==> src/rtl/lavet_pkg.sv <==
package lavet_pkg;

  typedef enum logic [1:0] {
    KIND_NORMAL = 2'd0,
    KIND_FAST   = 2'd1,
    KIND_BACK   = 2'd2
  } tick_kind_e;

  typedef enum logic [1:0] {
    PH_IDLE  = 2'd0,
    PH_SHORT = 2'd1,
    PH_GAP   = 2'd2,
    PH_LONG  = 2'd3
  } phase_e;

  // strobes from control to datapath
  typedef struct packed {
    logic   load;
    logic   run;
    logic   phaseRestart;
    logic   togglePol;
    logic   driveEn;
    logic   driveOpp;
    phase_e phaseSel;
  } ctrl_strobe_t;

  // status from datapath to control
  typedef struct packed {
    logic phaseLast;
    logic budgetLast;
  } dp_status_t;

endpackage

==> src/rtl/lavet_ctrl.sv <==
module lavet_ctrl
  import lavet_pkg::*;
(
  input  logic         clk,
  input  logic         rstN,
  input  logic         tickReq,
  input  logic         isRev,
  input  dp_status_t   status,
  output ctrl_strobe_t strobe,
  output logic         busy,
  output logic         done
);

  phase_e state, nextState;

  always_comb begin
    strobe    = '0;
    nextState = state;
    case (state)
      PH_IDLE: begin
        if (tickReq) begin
          strobe.load = 1'b1;
          nextState   = isRev ? PH_SHORT : PH_LONG;
        end
      end
      PH_SHORT: begin
        strobe.run      = 1'b1;
        strobe.driveEn  = 1'b1;
        strobe.driveOpp = 1'b1;
        strobe.phaseSel = PH_SHORT;
        if (status.budgetLast) begin
          strobe.togglePol = 1'b1;
          nextState        = PH_IDLE;
        end else if (status.phaseLast) begin
          strobe.phaseRestart = 1'b1;
          nextState           = PH_GAP;
        end
      end
      PH_GAP: begin
        strobe.run      = 1'b1;
        strobe.phaseSel = PH_GAP;
        if (status.budgetLast) begin
          strobe.togglePol = 1'b1;
          nextState        = PH_IDLE;
        end else if (status.phaseLast) begin
          strobe.phaseRestart = 1'b1;
          nextState           = PH_LONG;
        end
      end
      default: begin
        strobe.run      = 1'b1;
        strobe.driveEn  = 1'b1;
        strobe.phaseSel = PH_LONG;
        if (status.budgetLast || status.phaseLast) begin
          strobe.togglePol = 1'b1;
          nextState        = PH_IDLE;
        end
      end
    endcase
  end

  always_ff @(posedge clk) begin
    if (!rstN) begin
      state <= PH_IDLE;
      done  <= 1'b0;
    end else begin
      state <= nextState;
      done  <= (state != PH_IDLE) && (nextState == PH_IDLE);
    end
  end

  assign busy = (state != PH_IDLE);


  done_pulse_chk: assert property (@(posedge clk) disable iff (!rstN)
    done |=> !done);


  no_reload_chk: assert property (@(posedge clk) disable iff (!rstN)
    busy |-> !strobe.load);


  gap_follows_short_chk: assert property (@(posedge clk) disable iff (!rstN)
    (state == PH_GAP) |-> ($past(state) == PH_SHORT || $past(state) == PH_GAP));

endmodule

==> src/rtl/lavet_dp.sv <==
module lavet_dp
  import lavet_pkg::*;
#(
  parameter int PWM_PERIOD     = 100,
  parameter int PERIODS_PER_MS = 10,
  parameter int BUDGET_MS      = 60,
  parameter int POS_W          = 6,
  parameter int MS_W           = 6,
  parameter int ON_W           = 7
) (
  input  logic             clk,
  input  logic             rstN,
  input  logic             usTick,
  input  ctrl_strobe_t     strobe,
  input  logic [1:0]       tickType,
  input  logic [POS_W-1:0] secPos,
  input  logic [POS_W-1:0] regionLo,
  input  logic [POS_W-1:0] regionHi,
  input  logic [MS_W-1:0]  normMs,
  input  logic [ON_W-1:0]  normOn,
  input  logic [MS_W-1:0]  fwdMs,
  input  logic [ON_W-1:0]  fwdOn,
  input  logic [MS_W-1:0]  revAShortMs,
  input  logic [MS_W-1:0]  revAGapMs,
  input  logic [MS_W-1:0]  revALongMs,
  input  logic [ON_W-1:0]  revAOn,
  input  logic [MS_W-1:0]  revBShortMs,
  input  logic [MS_W-1:0]  revBGapMs,
  input  logic [MS_W-1:0]  revBLongMs,
  input  logic [ON_W-1:0]  revBOn,
  output dp_status_t       status,
  output logic             coil1,
  output logic             coil2
);

  localparam int US_W  = $clog2(PWM_PERIOD + 1);
  localparam int PER_W = $clog2(PERIODS_PER_MS + 1);
  localparam int BUD_W = $clog2(BUDGET_MS + 1);
  localparam logic [US_W-1:0]  US_LAST  = US_W'(PWM_PERIOD - 1);
  localparam logic [PER_W-1:0] PER_LAST = PER_W'(PERIODS_PER_MS - 1);

  logic [US_W-1:0]  usCnt;
  logic [PER_W-1:0] perCnt;
  logic [MS_W-1:0]  msCnt;
  logic [BUD_W-1:0] totMs;
  logic [MS_W-1:0]  lenShort, lenGap, lenLong;
  logic [ON_W-1:0]  onTime;
  logic             pol;

  // parameter-set selection at capture time
  logic             inRegionA;
  logic             kindRev, kindFast;
  logic [MS_W-1:0]  selShort, selGap, selLong;
  logic [ON_W-1:0]  selOn;

  assign inRegionA = (secPos >= regionLo) && (secPos < regionHi);
  assign kindRev   = (tickType == KIND_BACK);
  assign kindFast  = (tickType == KIND_FAST);

  always_comb begin
    selShort = '0;
    selGap   = '0;
    if (kindRev) begin
      selShort = inRegionA ? revAShortMs : revBShortMs;
      selGap   = inRegionA ? revAGapMs   : revBGapMs;
      selLong  = inRegionA ? revALongMs  : revBLongMs;
      selOn    = inRegionA ? revAOn      : revBOn;
    end else if (kindFast) begin
      selLong  = fwdMs;
      selOn    = fwdOn;
    end else begin
      selLong  = normMs;
      selOn    = normOn;
    end
  end

  // timing status
  logic             usWrap, perWrap, msEdge;
  logic [MS_W-1:0]  curLen;
  logic [MS_W:0]    msNext;

  assign usWrap  = (usCnt == US_LAST);
  assign perWrap = (perCnt == PER_LAST);
  assign msEdge  = strobe.run && usTick && usWrap && perWrap;
  assign msNext  = {1'b0, msCnt} + 1'b1;

  always_comb begin
    case (strobe.phaseSel)
      PH_SHORT: curLen = lenShort;
      PH_GAP:   curLen = lenGap;
      default:  curLen = lenLong;
    endcase
  end

  assign status.phaseLast  = msEdge && (msNext >= {1'b0, curLen});
  assign status.budgetLast = msEdge && ((int'(totMs) + 1) >= BUDGET_MS);

  always_ff @(posedge clk) begin
    if (!rstN) begin
      usCnt    <= '0;
      perCnt   <= '0;
      msCnt    <= '0;
      totMs    <= '0;
      lenShort <= '0;
      lenGap   <= '0;
      lenLong  <= '0;
      onTime   <= '0;
      pol      <= 1'b0;
    end else begin
      if (strobe.load) begin
        usCnt    <= '0;
        perCnt   <= '0;
        msCnt    <= '0;
        totMs    <= '0;
        lenShort <= selShort;
        lenGap   <= selGap;
        lenLong  <= selLong;
        onTime   <= selOn;
      end else if (strobe.run && usTick) begin
        if (usWrap) begin
          usCnt <= '0;
          if (perWrap) begin
            perCnt <= '0;
            totMs  <= totMs + 1'b1;
            msCnt  <= strobe.phaseRestart ? '0 : msCnt + 1'b1;
          end else begin
            perCnt <= perCnt + 1'b1;
          end
        end else begin
          usCnt <= usCnt + 1'b1;
        end
      end
      if (strobe.togglePol) pol <= ~pol;
    end
  end

  // chopped coil drive
  logic pinOn, pinSel;
  assign pinOn  = strobe.driveEn && (int'(usCnt) < int'(onTime));
  assign pinSel = pol ^ strobe.driveOpp;
  assign coil1  = pinOn && !pinSel;
  assign coil2  = pinOn && pinSel;


  budget_bound_chk: assert property (@(posedge clk) disable iff (!rstN)
    strobe.run |-> (int'(totMs) < BUDGET_MS));


  capture_hold_chk: assert property (@(posedge clk) disable iff (!rstN)
    (strobe.run && $past(strobe.run)) |-> ($stable(onTime) && $stable(lenLong)));

endmodule

==> src/rtl/lavet_pulse_gen.sv <==
module lavet_pulse_gen
  import lavet_pkg::*;
#(
  parameter int PWM_PERIOD     = 100,
  parameter int PERIODS_PER_MS = 10,
  parameter int BUDGET_MS      = 60,
  parameter int POS_W          = 6,
  parameter int MS_W           = 6,
  parameter int ON_W           = 7
) (
  input  logic             clk,
  input  logic             rstN,
  input  logic             usTick,
  input  logic             tickReq,
  input  logic [1:0]       tickType,
  input  logic [POS_W-1:0] secPos,
  input  logic [POS_W-1:0] regionLo,
  input  logic [POS_W-1:0] regionHi,
  input  logic [MS_W-1:0]  normMs,
  input  logic [ON_W-1:0]  normOn,
  input  logic [MS_W-1:0]  fwdMs,
  input  logic [ON_W-1:0]  fwdOn,
  input  logic [MS_W-1:0]  revAShortMs,
  input  logic [MS_W-1:0]  revAGapMs,
  input  logic [MS_W-1:0]  revALongMs,
  input  logic [ON_W-1:0]  revAOn,
  input  logic [MS_W-1:0]  revBShortMs,
  input  logic [MS_W-1:0]  revBGapMs,
  input  logic [MS_W-1:0]  revBLongMs,
  input  logic [ON_W-1:0]  revBOn,
  output logic             coil1,
  output logic             coil2,
  output logic             busy,
  output logic             done
);

  ctrl_strobe_t strobe;
  dp_status_t   status;

  lavet_ctrl u_ctrl (
    .clk     (clk),
    .rstN    (rstN),
    .tickReq (tickReq),
    .isRev   (tickType == KIND_BACK),
    .status  (status),
    .strobe  (strobe),
    .busy    (busy),
    .done    (done)
  );

  lavet_dp #(
    .PWM_PERIOD     (PWM_PERIOD),
    .PERIODS_PER_MS (PERIODS_PER_MS),
    .BUDGET_MS      (BUDGET_MS),
    .POS_W          (POS_W),
    .MS_W           (MS_W),
    .ON_W           (ON_W)
  ) u_dp (
    .clk         (clk),
    .rstN        (rstN),
    .usTick      (usTick),
    .strobe      (strobe),
    .tickType    (tickType),
    .secPos      (secPos),
    .regionLo    (regionLo),
    .regionHi    (regionHi),
    .normMs      (normMs),
    .normOn      (normOn),
    .fwdMs       (fwdMs),
    .fwdOn       (fwdOn),
    .revAShortMs (revAShortMs),
    .revAGapMs   (revAGapMs),
    .revALongMs  (revALongMs),
    .revAOn      (revAOn),
    .revBShortMs (revBShortMs),
    .revBGapMs   (revBGapMs),
    .revBLongMs  (revBLongMs),
    .revBOn      (revBOn),
    .status      (status),
    .coil1       (coil1),
    .coil2       (coil2)
  );


  coils_exclusive_chk: assert property (@(posedge clk) disable iff (!rstN)
    !(coil1 && coil2));


  idle_quiet_chk: assert property (@(posedge clk) disable iff (!rstN)
    !busy |-> (!coil1 && !coil2));


  busy_start_chk: assert property (@(posedge clk) disable iff (!rstN)
    $rose(busy) |-> $past(tickReq));


  done_after_busy_chk: assert property (@(posedge clk) disable iff (!rstN)
    done |-> ($fell(busy) && !busy));

endmodule

==> config.mk <==
export PLATFORM = sky130hd
export DESIGN_NAME = lavet_pulse_gen
export DESIGN_NICKNAME = d
export VERILOG_FILES = /design/src/rtl/lavet_pkg.sv /design/src/rtl/lavet_ctrl.sv /design/src/rtl/lavet_dp.sv /design/src/rtl/lavet_pulse_gen.sv
export SDC_FILE = /design/constraint.sdc
export NUM_CORES = 1
export LEC_CHECK = 0
export BUFFER_PORTS_ARGS = -buffer_cell sky130_fd_sc_hd__buf_4
export CAP_MARGIN = 0
export CORE_MARGIN = 2
export CORE_UTILIZATION = 25
export CTS_CLUSTER_DIAMETER = 80
export DETAILED_ROUTE_END_ITERATION = 10
export GPL_TIMING_DRIVEN = 0
export PLACE_DENSITY = 0.53
export SYNTH_ARGS = -nofsm -noshare
export SYNTH_HDL_FRONTEND = slang
export SYNTH_SLANG_ARGS = --single-unit
==> constraint.sdc <==
create_clock -name clk -period 2.6 [get_ports clk]
set_input_delay 0.39 -clock clk [delete_from_list [all_inputs] [get_ports clk]]
set_output_delay 0.39 -clock clk [all_outputs]
set_load 0.05 [all_outputs]
==> results by group <==
Run status
  • Status: finished, violations left
  • Failing checks: negative setup slack

Final layout
  • Fin nets: 689
  • Area Overhead vs Synth: 37.9%
  • Finished Core Util: 35.6%
  • Most common cell after layout, fill and taps aside: buf_4
  • Layout cells sized above 1: 27.5%
  • Commonest non-fill, non-tap cells in the layout: 109 x buf_4, 49 x dfxtp_1, 31 x nand2_1, 31 x o21ai_0, 30 x nor2_1
  • Non-filler cells, final: 736
  • Ant. Diodes: 0
  • Final instance area: 4990 µm²

Global route
  • Initial antenna violation count: 0
  • GR peak layer: met2
  • All-Layer GR Usage: 13.5%
  • Global route overflow: 0
  • M2 GR Usage: 25.1%
  • First-pass GRT wire length: 17,400 µm
  • Grt met3 use: 3.01%
  • Largest net degree at the start of global routing: 15
  • M1 GR Usage: 15.1%
  • Vias in the first global route: 3,786

Floorplan
  • Chip width: 124 µm
  • Floorplan core area: 14,000 µm²
  • # rows: 43
  • Starting Density: 25.8%
  • Die ar.: 15,500 µm²
  • Die H: 124 µm
  • I/O pin cnt: 104

Placed design
  • GP Congestion: 0.794
  • Port Buf Inserts: 102
  • Cell Area, Placed: 4640 µm²
  • Dpl hpwl: 8270 µm
  • Cells after DPL: 721

Synth
  • Cells after synthesis: 439
  • Mapped Nets: 572
  • Top-area cell type share of the netlist area: 28.7%
  • Synthesized cell area: 3620 µm²
  • Sequential area share after synthesis: 28.7%
  • Cell taking the most area after synthesis: dfxtp_1
  • Async SR Flop Fraction: 0%
  • Post-Syn Area per Cell: 8.25 µm²
  • Yosys warning count: 0
  • Yosys cell types: 46
  • Area contributors post-synth: dfxtp_1 29%, ha_1 11%, mux2i_1 7.7%
  • Number of flops mapped to enable cells by yosys: 0
  • Synthesized flop and latch total: 52
  • Synth Flop Type: dfxtp_1

Setup path
  • Crit Path Max Fanout: 6
  • CP startpoint kind: flip-flop
  • Worst EP required: 2.82 ns
  • Worst EP arrival: 2.86 ns
  • R2R cell count: 12
  • R2R setup slack: -0.03 ns
  • Worst R2R Start: u_ctrl.state[1]
  • Setup CP Type: flip-flop to flip-flop
  • Crit. End Element: flip-flop
  • Worst R2R End: u_dp.msCnt[2]

CTS
  • Clk_lat worst skew: 0.30 ns
  • Worst-path clk slew: 0.07 ns
  • Clock buffer depth: 2
  • Post-cts hold buffer count: 0
  • TritonCTS clock tree: yes
  • H-tree levels: 2
  • Root buffer cell: clkbuf_16
  • CTS Sinks: 52
  • CTS buffer count: 5

Power and ir drop
  • Switching pwr: 1360 µW
  • Clock share of power: 18.2%
  • Switch share: 38.7%
  • PwrDens: 701 nW/µm²
  • Cell Int Power: 2150 µW
  • Leakage power: 0.00223 µW
  • Sequential power share: 27.8%
  • Comb power frac: 54.0%
  • Overall power: 3500 µW
  • Max IR drop VDD: 331 µV

Timing
  • Final Cycle Share: 101%
  • Setup Skew: 0.00880 ns
  • Final Setup Violations: 1
  • Final hold vios: 0
  • Fin crit period: 2.63 ns
  • Achievable Freq: 380 MHz
  • Worst setup margin: -0.0339 ns
  • Rel. slew slack: 52.8%
  • RSZ-0062 raised after global routing: true
  • Slew Limit Fails: 0
  • Slew @ Worst Pin: 0.708 ns

Route
  • Drt total wl: 10,300 µm
  • Via density: 4.88
  • Routed len/inst: 14.0 µm
  • Total number of vias: 3,593
  • Initial DRT Pass Iterations: 4
  • Post-route ant nets: 0
  • Drt first-iter violations: 163
  • Detailed-route DRC error count: 0

Min path
  • Hold path start: revBGapMs[2]
  • Hold path endpoint: u_dp.lenGap[2]
  • Hold Path Class: primary input to flip-flop
  • Hold depth: 3

Run
  • MaxCap Viol Count: 0
[state kept, by name, summed over array words and instances (netlist names)]
register       cells
u_dp.lenLong       6
u_dp.msCnt         6
u_dp.lenGap        6
u_dp.onTime        7
u_dp.usCnt         7
u_ctrl.done        1
u_dp.totMs         6
u_ctrl.state       2
u_dp.lenShort      6
u_dp.perCnt        4
u_dp.pol           1
[worst max path at each step]
stage                    endpoint             from  depth (start not counted)  slack (ns)
floorplan           u_dp.msCnt[2]  u_ctrl.state[1]                         12       -0.08
global placement    u_dp.msCnt[2]  u_ctrl.state[1]                         12       -0.33
detailed placement  u_dp.msCnt[2]  u_ctrl.state[1]                         12       -0.39
CTS                 u_dp.msCnt[2]  u_ctrl.state[1]                         12       -0.07
global route        u_dp.msCnt[2]  u_ctrl.state[0]                         12       -0.13
finish              u_dp.msCnt[2]  u_ctrl.state[1]                         12       -0.03
[metal layers]
layer | routed length, µm | part of all wire [%] | vias to the layer above
met1 | 4320 | 42 | 1639
li1 | - | - | 1836
met3 | 611 | 6.0 | 10
met5 | 0 | 0 | -
met2 | 5190 | 51 | 108
met4 | 150 | 1.5 | 0
[Yosys cell counts, types with 10 or more instances]
| master | n |
|---|---|
| a211o_1 | 13 |
| a21oi_1 | 26 |
| and4_1 | 15 |
| clkbuf_1 | 16 |
| dfxtp_1 | 52 |
| ha_1 | 33 |
| inv_1 | 25 |
| mux2i_1 | 28 |
| nand2_1 | 32 |
| nand3_1 | 22 |
| nor2_1 | 31 |
| o21ai_0 | 35 |
| xnor2_1 | 10 |
[worst max-delay path, cell delays in order, from the launching register on]
cell	delay [ns]
dfxtp_4	0.37
buf_12	0.13
ha_4	0.18
a22oi_2	0.16
nand2_4	0.08
o21ai_4	0.07
ha_4	0.22
a21o_1	0.20
a31oi_4	0.15
o221ai_2	0.13
and3_4	0.19
or4b_1	0.51
a31oi_1	0.17
[power groups by stage]
stage | Clock [µW] | Combinational, µW | Sequential, µW
floorplan | 0 | 1020 | 978
global placement | 0 | 1450 | 977
detailed placement | 0 | 1480 | 979
CTS | 659 | 1680 | 969
global route | 691 | 2100 | 986
finish | 639 | 1890 | 974
[layout make-up]
cell class / count / area (µm²)
tap: 180 / 225
buffer: 22 / 101
timing repair buffer: 110 / 838
clock inverter: 1 / 5.00
multi-input combinational: 340 / 2550
clock buffer: 6 / 129
sequential: 52 / 1050
inverter: 25 / 98.8
fill: 1462 / 9050
[cells by family after synthesis]
family	share of synthesized area, %
adder cells (fa/ha/maj)	11.4
buffers and inverters	5.08
XOR/XNOR	4.11
multiplexers	7.74
flip-flops	28.7
AO/OA/AOI/OAI	22.5
AND/OR/NAND/NOR	20.4
[what timing repair did]
item                                    4_1_cts  5_1_grt
gates cloned                                  0        0
buffers inserted                              7        1
endpoints found under the setup margin       10        9
resized for setup                            14       23
pin swaps                                     5       11
[through the flow]
step,setup TNS [ns],hold slack [ns],setup WS (ns)
global placement,-1.14,0.444,-0.327
floorplan,-0.0760,0.425,-0.0760
detailed placement,-1.53,0.450,-0.392
finish,-0.0339,0.380,-0.0339
global route,-0.184,0.391,-0.132
CTS,-0.165,0.383,-0.0746
Power figures use the tool's default switching activity.
